File: src/rtl/xbar_arb_pkg.sv
package xbar_arb_pkg;

  typedef enum logic [1:0] {
    XT_IDLE   = 2'b00,
    XT_SINGLE = 2'b01,
    XT_FIXED  = 2'b10,
    XT_UNDEF  = 2'b11
  } xfer_e;

  // A beat of this type keeps the port across the next edge unless it is the last one.
  function automatic logic keeps_port(input logic [1:0] t, input logic hold);
    return (xfer_e'(t) == XT_FIXED) || ((xfer_e'(t) == XT_UNDEF) && hold);
  endfunction

  // Candidate (pa, ia) beats incumbent (pb, ib): smaller priority value, then smaller index.
  function automatic logic outranks(input int unsigned pa, input int unsigned ia,
                                    input int unsigned pb, input int unsigned ib);
    return (pa < pb) || ((pa == pb) && (ia < ib));
  endfunction

endpackage

File: src/rtl/xbar_arb_qualify.sv
module xbar_arb_qualify #(
  parameter int N_MST = 4
) (
  input  logic [N_MST-1:0]   hit_i,
  input  logic [2*N_MST-1:0] xfer_type_i,
  input  logic [N_MST-1:0]   pend_other_i,
  output logic [N_MST-1:0]   active_o,
  output logic [N_MST-1:0]   elig_o
);
  import xbar_arb_pkg::*;

  for (genvar m = 0; m < N_MST; m++) begin : g_q
    assign active_o[m] = hit_i[m] && (xfer_e'(xfer_type_i[2*m +: 2]) != XT_IDLE);
    assign elig_o[m]   = active_o[m] && !pend_other_i[m];
  end

endmodule

File: src/rtl/xbar_arb_pick.sv
module xbar_arb_pick #(
  parameter int N_MST  = 4,
  parameter int PRIO_W = 3,
  localparam int IDX_W = (N_MST > 1) ? $clog2(N_MST) : 1
) (
  input  logic [N_MST-1:0]        elig_i,
  input  logic [PRIO_W*N_MST-1:0] prio_i,
  output logic                    any_o,
  output logic [IDX_W-1:0]        best_o,
  output logic [PRIO_W-1:0]       best_prio_o
);
  import xbar_arb_pkg::*;

  always_comb begin
    any_o       = 1'b0;
    best_o      = '0;
    best_prio_o = '0;
    for (int m = 0; m < N_MST; m++) begin
      if (elig_i[m]) begin
        if (!any_o || outranks(int'(prio_i[PRIO_W*m +: PRIO_W]), m,
                               int'(best_prio_o), int'(best_o))) begin
          any_o       = 1'b1;
          best_o      = IDX_W'(m);
          best_prio_o = prio_i[PRIO_W*m +: PRIO_W];
        end
      end
    end
  end

endmodule

File: src/rtl/xbar_arb_owner.sv
module xbar_arb_owner #(
  parameter int N_MST  = 4,
  parameter int PRIO_W = 3,
  localparam int IDX_W = (N_MST > 1) ? $clog2(N_MST) : 1
) (
  input  logic                    clk,
  input  logic                    rst_n,
  input  logic [N_MST-1:0]        elig_i,
  input  logic [2*N_MST-1:0]      xfer_type_i,
  input  logic [N_MST-1:0]        burst_last_i,
  input  logic [PRIO_W*N_MST-1:0] prio_i,
  input  logic [N_MST-1:0]        ulb_hold_i,
  input  logic                    beat_done_i,
  input  logic                    any_i,
  input  logic [IDX_W-1:0]        best_i,
  input  logic [PRIO_W-1:0]       best_prio_i,
  output logic [IDX_W-1:0]        owner_o,
  output logic [N_MST-1:0]        grant_o,
  output logic                    sel_valid_o,
  output logic [IDX_W-1:0]        sel_idx_o,
  output logic                    own_act_o,
  output logic                    lock_next_o,
  output logic                    preempt_ev_o,
  output logic                    handoff_ev_o
);
  import xbar_arb_pkg::*;

  logic [IDX_W-1:0]  owner_q, owner_d;
  logic [N_MST-1:0]  grant_q, grant_d;
  logic [1:0]        cur_type;
  logic [PRIO_W-1:0] cur_prio;
  logic              better;

  always_comb begin
    cur_type     = xfer_type_i[2*int'(owner_q) +: 2];
    cur_prio     = prio_i[PRIO_W*int'(owner_q) +: PRIO_W];
    own_act_o    = elig_i[owner_q];
    lock_next_o  = own_act_o && keeps_port(cur_type, ulb_hold_i[owner_q])
                   && !burst_last_i[owner_q];
    better       = any_i && (best_prio_i < cur_prio);
    preempt_ev_o = own_act_o && beat_done_i && better && !lock_next_o;
    handoff_ev_o = !own_act_o && any_i;
    sel_valid_o  = own_act_o || any_i;
    sel_idx_o    = own_act_o ? owner_q : best_i;
    owner_d      = (preempt_ev_o || handoff_ev_o) ? best_i : owner_q;
    grant_d      = '0;
    grant_d[owner_d] = 1'b1;
  end

  always_ff @(posedge clk or negedge rst_n) begin
    if (!rst_n) begin
      owner_q <= '0;
      grant_q <= N_MST'(1);
    end else begin
      owner_q <= owner_d;
      grant_q <= grant_d;
    end
  end

  assign owner_o = owner_q;
  assign grant_o = grant_q;

endmodule

File: src/rtl/xbar_port_arb.sv
module xbar_port_arb #(
  parameter int N_MST  = 4,
  parameter int PRIO_W = 3,
  localparam int IDX_W = (N_MST > 1) ? $clog2(N_MST) : 1
) (
  input  logic                    clk,
  input  logic                    rst_n,
  input  logic [N_MST-1:0]        hit_i,
  input  logic [2*N_MST-1:0]      xfer_type_i,
  input  logic [N_MST-1:0]        burst_last_i,
  input  logic [N_MST-1:0]        pend_other_i,
  input  logic [PRIO_W*N_MST-1:0] prio_i,
  input  logic [N_MST-1:0]        ulb_hold_i,
  input  logic                    beat_done_i,
  output logic [N_MST-1:0]        grant_o,
  output logic [N_MST-1:0]        wait_o,
  output logic [IDX_W-1:0]        owner_o
);

  logic [N_MST-1:0]  active, elig;
  logic              any_req;
  logic [IDX_W-1:0]  best_idx;
  logic [PRIO_W-1:0] best_prio;
  logic              sel_valid;
  logic [IDX_W-1:0]  sel_idx;
  logic              own_act, lock_next, preempt_ev, handoff_ev;

  xbar_arb_qualify #(.N_MST(N_MST)) u_qual (
    .hit_i        (hit_i),
    .xfer_type_i  (xfer_type_i),
    .pend_other_i (pend_other_i),
    .active_o     (active),
    .elig_o       (elig)
  );

  xbar_arb_pick #(.N_MST(N_MST), .PRIO_W(PRIO_W)) u_pick (
    .elig_i      (elig),
    .prio_i      (prio_i),
    .any_o       (any_req),
    .best_o      (best_idx),
    .best_prio_o (best_prio)
  );

  xbar_arb_owner #(.N_MST(N_MST), .PRIO_W(PRIO_W)) u_own (
    .clk          (clk),
    .rst_n        (rst_n),
    .elig_i       (elig),
    .xfer_type_i  (xfer_type_i),
    .burst_last_i (burst_last_i),
    .prio_i       (prio_i),
    .ulb_hold_i   (ulb_hold_i),
    .beat_done_i  (beat_done_i),
    .any_i        (any_req),
    .best_i       (best_idx),
    .best_prio_i  (best_prio),
    .owner_o      (owner_o),
    .grant_o      (grant_o),
    .sel_valid_o  (sel_valid),
    .sel_idx_o    (sel_idx),
    .own_act_o    (own_act),
    .lock_next_o  (lock_next),
    .preempt_ev_o (preempt_ev),
    .handoff_ev_o (handoff_ev)
  );

  for (genvar m = 0; m < N_MST; m++) begin : g_wait
    assign wait_o[m] = active[m] && !(sel_valid && (sel_idx == IDX_W'(m)));
  end

endmodule

File: config.mk
export PLATFORM = sky130hd
export DESIGN_NAME = xbar_port_arb
export DESIGN_NICKNAME = d
export VERILOG_FILES = /design/src/rtl/xbar_arb_pkg.sv /design/src/rtl/xbar_arb_qualify.sv /design/src/rtl/xbar_arb_pick.sv /design/src/rtl/xbar_arb_owner.sv /design/src/rtl/xbar_port_arb.sv
export SDC_FILE = /design/constraint.sdc
export NUM_CORES = 1
export LEC_CHECK = 0
export BUFFER_PORTS_ARGS = -buffer_cell sky130_fd_sc_hd__clkbuf_2
export CAP_MARGIN = 10
export CORE_MARGIN = 4
export CORE_UTILIZATION = 47
export CTS_BUF_LIST = sky130_fd_sc_hd__clkbuf_8 sky130_fd_sc_hd__clkbuf_16
export DETAILED_ROUTE_END_ITERATION = 10
export PLACE_DENSITY = 0.8
export SYNTH_ARGS = -nofsm -noshare
export SYNTH_HDL_FRONTEND = slang
export SYNTH_SLANG_ARGS = --single-unit
File: constraint.sdc
create_clock -name clk -period 6.4 [get_ports clk]
set_input_delay 0.32 -clock clk [delete_from_list [all_inputs] [get_ports clk]]
set_output_delay 0.32 -clock clk [all_outputs]
set_load 0.02 [all_outputs]
==> Yosys cells after proc, flatten, opt, wreduce, memory -nomap -nowiden <==
Cells that the tools add are included.
W data, S select, Z words.
{ "classes": {"n_mul": 1, "magnitude_cmp": 8, "n_eq_ne": 6, "shifts": 2, "n_mux": 30, "n_reduce_logical": 52} }
{ "ops": {"columns": ["cell", "n"], "rows": [
  ["$shiftx A12 B32 Y3", 1],
  ["$logic_and A1 B1 Y1", 26],
  ["$mux W3", 7],
  ["$logic_not A1 Y1", 14],
  ["$mux W2", 7],
  ["$lt A3 B3 Y1", 4],
  ["$mux W1", 12],
  ["$eq A2 B2 Y1 const B", 4],
  ["$reduce_bool A2 Y1", 4],
  ["$shiftx A8 B4 Y2", 1],
  ["$logic_or A1 B1 Y1", 7],
  ["$bmux W1 S2", 3],
  ["$lt A2 B3 Y1 const B", 2],
  ["$mul A2 B2 Y4 const A", 1],
  ["$eq A3 B3 Y1", 1],
  ["$demux W1 S2", 1],
  ["$eq A2 B1 Y1 const B", 1],
  ["$ge A2 B1 Y1 const B", 1],
  ["$logic_not A2 Y1", 1],
  ["$lt A2 B2 Y1 const A", 1]
]} }
{ "totals": {"ff_bits": 6, "in_bits": 39, "out_inout_bits": 10, "word_cells": 101} }

==> Depth between registers and ports, before layout <==
{ "logic_depth": {"ltp_word": 28, "ltp_mapped": 28, "depth_no_buf": 27} }

==> By module <==
Synthesis repeated with hierarchy kept, for this count alone.
{ "hier_totals": {"hier_cells": 128, "hier_area_um2": 1173.6} }
{ "by_module_without_submodules": {"columns": ["mod", "instances", "cells_each", "area_per_inst_um2", "seq_area_each_um2"], "rows": [
  ["xbar_arb_owner", 1, 60, 601.8, 151.4],
  ["xbar_arb_pick", 1, 53, 432.9, 0.0],
  ["xbar_arb_qualify", 1, 8, 85.1, 0.0],
  ["xbar_port_arb", 1, 7, 53.8, 0.0]
]} }

==> Worst setup path before layout <==
OpenSTA, ideal clock, no wires.
{ "synth_timing": {"path_kind": "input -> register", "from": "input port xfer_type_i[0]", "to": "register u_own.owner_q[1], in the netlist u_own.owner_o[1]", "setup_ps": 125, "arrival_ps": 5736, "required_time_ps": 6275, "slack_ps": 539, "stages": 27, "n_path_buf": 1, "cell_sequence": "o21ai_1 -> nor2_1 -> nand2_1 -> ha_1 -> a21o_1 -> a31o_1 -> a21oi_1 -> nand2_1 -> o21ai_0 -> inv_1 -> ha_1 -> a21o_1 -> a31oi_1 -> o21ai_1 -> mux2i_1 -> ha_1 -> a211oi_1 -> nand2_1 -> o41a_1 -> buf_2 -> mux2i_1 -> ha_1 -> a211oi_1 -> a31oi_1 -> a21oi_1 -> o31ai_4 -> mux2_4"} }
{ "synth_via": {"elab_chain_cells": 24, "elab_cells_between_ends": 55, "classes_between": "5 x order compare; 3 x eq/ne; 1 x shift; 23 x mux; 23 x reduce/logical"} }
{ "synth_lines": {"columns": ["element", "line_no", "source"], "rows": [
  ["from (decl)", "xbar_port_arb.sv:9", "input logic [2*N_MST-1:0] xfer_type_i,"],
  ["$reduce_bool A2 Y1", "xbar_arb_qualify.sv:13", "assign active_o[m] = hit_i[m] && (xfer_e'(xfer_type_i[2*m +: 2]) != XT_IDLE);"],
  ["$logic_and A1 B1 Y1", "xbar_arb_qualify.sv:13", null],
  ["$logic_and A1 B1 Y1", "xbar_arb_qualify.sv:14", "assign elig_o[m] = active_o[m] && !pend_other_i[m];"],
  ["$mux W3 / $mux W1 (equally long branches)", "xbar_arb_pick.sv:19", "if (elig_i[m]) begin"],
  ["$lt A3 B3 Y1 / $logic_not A1 Y1 (equally long branches)", "xbar_arb_pkg.sv:18, xbar_arb_pick.sv:20", null],
  ["$logic_or A1 B1 Y1", "xbar_arb_pick.sv:20", "if (!any_o || outranks(int'(prio_i[PRIO_W*m +: PRIO_W]), m,"],
  ["$mux W1 / $mux W3 (equally long branches)", "xbar_arb_pick.sv:20", null],
  ["$mux W2 / $mux W3 (equally long branches)", "xbar_arb_pick.sv:19", null],
  ["[8 not listed]", null, null],
  ["$mux W3", "xbar_arb_pick.sv:20", null],
  ["$mux W3", "xbar_arb_pick.sv:19", null],
  ["$lt A3 B3 Y1", "xbar_arb_owner.sv:40", "better = any_i && (best_prio_i < cur_prio);"],
  ["$logic_and A1 B1 Y1", "xbar_arb_owner.sv:40", null],
  ["$logic_and A1 B1 Y1 (2 in a row)", "xbar_arb_owner.sv:41", "preempt_ev_o = own_act_o && beat_done_i && better && !lock_next_o;"],
  ["$logic_or A1 B1 Y1", "xbar_arb_owner.sv:45", "owner_d = (preempt_ev_o || handoff_ev_o) ? best_i : owner_q;"],
  ["$mux W2 (*)", "xbar_arb_owner.sv:45", null],
  ["via u_own.owner_d[1]", "xbar_arb_owner.sv:28", "logic [IDX_W-1:0] owner_q, owner_d;"],
  ["to (signal assigned)", "xbar_arb_owner.sv:55", "owner_q <= owner_d;"],
  ["to (decl)", "xbar_arb_owner.sv:28", null]
]} }
Mark *: on every way through the listed nets, which the timed path passes. The rest lies on a longest branch. The select of a mux whose other input is x is not followed.

==> Final worst setup path <==
Same ends and word-level chain as after synthesis.

==> key figures <==
Worst setup path
  • Critical-path maximum fanout: 7
  • Worst Reg2Reg Path Length in Cells: 8
  • Required time reported for the critical path endpoint: 6.51 ns
  • Worst reg-to-reg setup slack: 3.60 ns
  • Largest incremental delay on the critical path: 0.45 ns
  • Worst Path Class, Setup: primary input to flop
  • Slowest cell on the critical path: o41a_1
  • Arrival time at the worst endpoint: 6.01 ns
  • Crit Reg-Reg Endpoint: u_own.owner_o[1]$_DFF_PN0_
  • Cell repeated most along the worst path: ha_1
  • Reg-to-reg critical path startpoint: u_own.owner_o[1]$_DFF_PN0_
  • CP endpoint kind: flop
  • Launching element type of the critical path: primary input

Synth
  • Post-synthesis register bit count: 6
  • Synth cell types: 38
  • Post-synthesis sequential area ratio: 0.1397
  • Largest family of logic cells by synthesized area: compound AO/OA/AOI/OAI gates
  • Syn Std Cell Area: 1084 µm²
  • Synth Area in Simple Gates: 0.2136
  • Share of the synthesized area in compound gates (AO/OA/AOI/OAI): 0.3199
  • Fraction of synthesized area in multiplexers: 0.1848
  • Post-synthesis cell count: 135
  • Post-synthesis share of cell area spent on xor and xnor gates: 0
  • Mean post-synth cell area: 8.026 µm²
  • Adder and majority gate portion of the synthesized area: 0.09238
  • Count of warnings emitted by yosys: 0
  • Net count of the mapped netlist: 182

Global route
  • Grt met1 use: 0.2385
  • Antenna violations before repair: 0
  • Global-route wire length before repair: 5478 µm
  • GR Util met3: 0.02320
  • Largest net degree at the start of global routing: 16
  • Aggregate global-route resource usage: 0.2135
  • Global routing's busiest layer: met2
  • GRT met2 Usage: 0.4073
  • GRT overflow: 0
  • Vias in the first global route: 1287

Timing
  • Final worst-path cycle share: 0.9222
  • RSZ-0062 raised after global routing: false
  • Setup TNS: 0 ns
  • Worst Hold Margin: 0.4550 ns
  • Worst relative slew slack: 0.5862
  • Upper clock frequency limit: 169.4 MHz
  • Post-route minimum period: 5.902 ns
  • Clock skew: 0.002539 ns
  • Hold Violations, Final: 0
  • Worst Tran Pin Value: 0.6206 ns
  • Max-slew violation count: 0
  • Count of endpoints failing setup in the final report: 0

Detailed routing
  • Number of iterations in the first detailed-routing pass: 4
  • Final routed DRC violation total: 0
  • Violation count after the first detailed-routing iteration: 34
  • Final wirelength: 3301 µm
  • Average vias per placed instance: 5.991
  • Average detailed-routed wire length per instance: 15.35 µm
  • Number of nets with antenna violations after routing: 0
  • Total vias in the final route: 1288

Clock tree
  • CTS sink cnt: 6
  • Clock-pin transition on the worst setup and hold timing paths: 0.04 ns
  • Number of buffers between clock root and the deepest sink: 2
  • Clock root buffer master: clkbuf_8
  • Number of buffers inserted during clock tree synthesis: 3
  • Total setup buffers inserted after CTS: 0
  • Latest clock arrival within the worst-skew pair: 0.22 ns
  • CTS tree: yes
  • CTS H-tree depth: 1

Finish
  • Most common cell after layout, fill and taps aside: clkbuf_2
  • Net count of the finished layout: 235
  • Area growth, synth to finish: 31.29%
  • Fraction of final layout cells with drive strength greater than 1: 0.3636
  • Number of fill cells: 210
  • Total inserted antenna cells: 0
  • Non-filler cells, final: 215
  • Final core area utilization: 0.6431
  • Highest-count cells in the layout ignoring fill and taps: 48 x clkbuf_2, 13 x nand2_1, 11 x inv_1, 11 x a21oi_1, 9 x nor2_1

Die
  • Chip Height: 56.02 µm
  • Site Rows: 17
  • I/O pins: 49
  • Die width: 56.02 µm
  • DIE AREA: 3138 µm²
  • Effective utilization at floorplan: 0.4898
  • CORE AREA: 2212 µm²

Job
  • Number of max-cap violations: 0

Power
  • Post-layout total power: 0.3295 mW
  • Max rail drop VDD: 0.1774 mV
  • Power Dens Cells: 231.6 nW/µm²
  • Pleak: 0.7161 nW

Placed design
  • Dpl cells: 210
  • Last weighted congestion value of the routability-driven placer: 0.8625
  • IO buf count: 48
  • DP Wirelength: 2797 µm

Run status
  • Run status: completed

Min path
  • Path category of the worst min-delay check: primary input to async pin
==> report_power, final <==
part | internal [mW] | switching, mW
clock network | 0.0413 | 0.0174
logic | 0.0913 | 0.103
registers | 0.0519 | 0.0243
==> synthesized netlist by cell type (all sizes together) <==
cell type	instances	area, µm²
o41a	2	22.52
o311ai	1	26.28
or2	5	33.78
nand2	13	48.80
o211ai	1	7.510
dfstp	1	26.28
o31ai	1	21.27
o22ai	2	12.51
mux2i	8	80.08
a21o	4	30.03
nor2b	1	6.260
clkbuf	3	11.26
ha	8	100.1
nand3	3	15.01
mux2	2	30.03
a21oi	11	55.05
a31oi	6	37.54
nand3b	1	7.510
nor3	1	5.000
nor2	10	37.54
nand2b	7	43.79
o21ai	10	53.80
a41o	1	10.01
buf	1	5.000
o21a	4	30.03
dfrtp	5	125.1
and3b	1	8.760
nand4b	1	8.760
mux4	4	90.09
a31o	2	17.52
inv	10	37.54
or4	1	7.510
nor4b	1	8.760
a211oi	3	22.52
==> cell families (layout without fill, tap and decap cells) <==
group,Yosys count,after routing
buffers and inverters,14,66
adders and majority gates,8,8
AOI/OAI and AO/OA,48,48
and+or+nand+nor,45,45
muxes,14,14
DFF,6,6
==> timing repair <==
action                                  in CTS  in global routing
hold buffers                                 1                  0
resized for setup                            0                  1
hold endpoints to repair                     5                  0
endpoints found under the setup margin       0                  2
==> worst max-delay path by stage <==
| stage | from | endpoint | slack, ns | cells past startpoint |
|---|---|---|---|---|
| finish | xfer_type_i[0] | u_own.owner_o[1]$_DFF_PN0_ | 0.50 | 28 |
| CTS | xfer_type_i[0] | u_own.owner_o[1]$_DFF_PN0_ | 0.46 | 27 |
| global placement | xfer_type_i[0] | u_own.owner_o[0]$_DFF_PN0_ | 0.40 | 27 |
| global route | xfer_type_i[0] | u_own.owner_o[1]$_DFF_PN0_ | 0.09 | 27 |
| detailed placement | xfer_type_i[0] | u_own.owner_o[1]$_DFF_PN0_ | 0.25 | 27 |
| floorplan | xfer_type_i[0] | u_own.owner_o[1]$_DFF_PN0_ | 0.54 | 27 |
==> registers in the layout, summed over array words and instances, names as in the netlist <==
| signal | cells |
|---|---|
| u_own.grant_o | 4 |
| u_own.owner_o | 2 |
==> per-layer routing <==
| metal | wire length (µm) | share of wire |
|---|---|---|
| met1 | 1242 | 0.38 |
| met2 | 1787 | 0.54 |
| met3 | 224 | 0.068 |
| met4 | 46 | 0.014 |
| met5 | 0 | 0 |
==> final cells by class <==
type / instances / area [µm²] / share of cell area
Multi-Input combinational cell: 115 / 880.8 / 0.6192
Clock buffer: 3 / 41.29 / 0.02902
Sequential cell: 6 / 151.4 / 0.1064
Tap cell: 28 / 35.03 / 0.02463
Timing Repair Buffer: 52 / 272.8 / 0.1917
Inverter: 10 / 37.54 / 0.02639
Clock inverter: 1 / 3.754 / 0.002639
==> per-stage QoR <==
stage / instance area, µm² / worst slack, ns
after floorplan: 1084 / 0.5388
after global placement: 1365 / 0.4020
after detailed placement: 1365 / 0.2489
after CTS: 1420 / 0.4572
after global routing: 1423 / 0.08578
final: 1423 / 0.4979
==> worst max-delay path: cells and delay by family <==
| kind | cells | cell delay (ns) |
|---|---|---|
| AO/OA/AOI/OAI | 14 | 2.90 |
| adder cells (fa/ha/maj) | 4 | 1.22 |
| multiplexers | 3 | 0.65 |
| AND/OR/NAND/NOR | 4 | 0.56 |
| buffers and inverters | 3 | 0.34 |
Note: power is estimated with default switching activity, not from simulation.
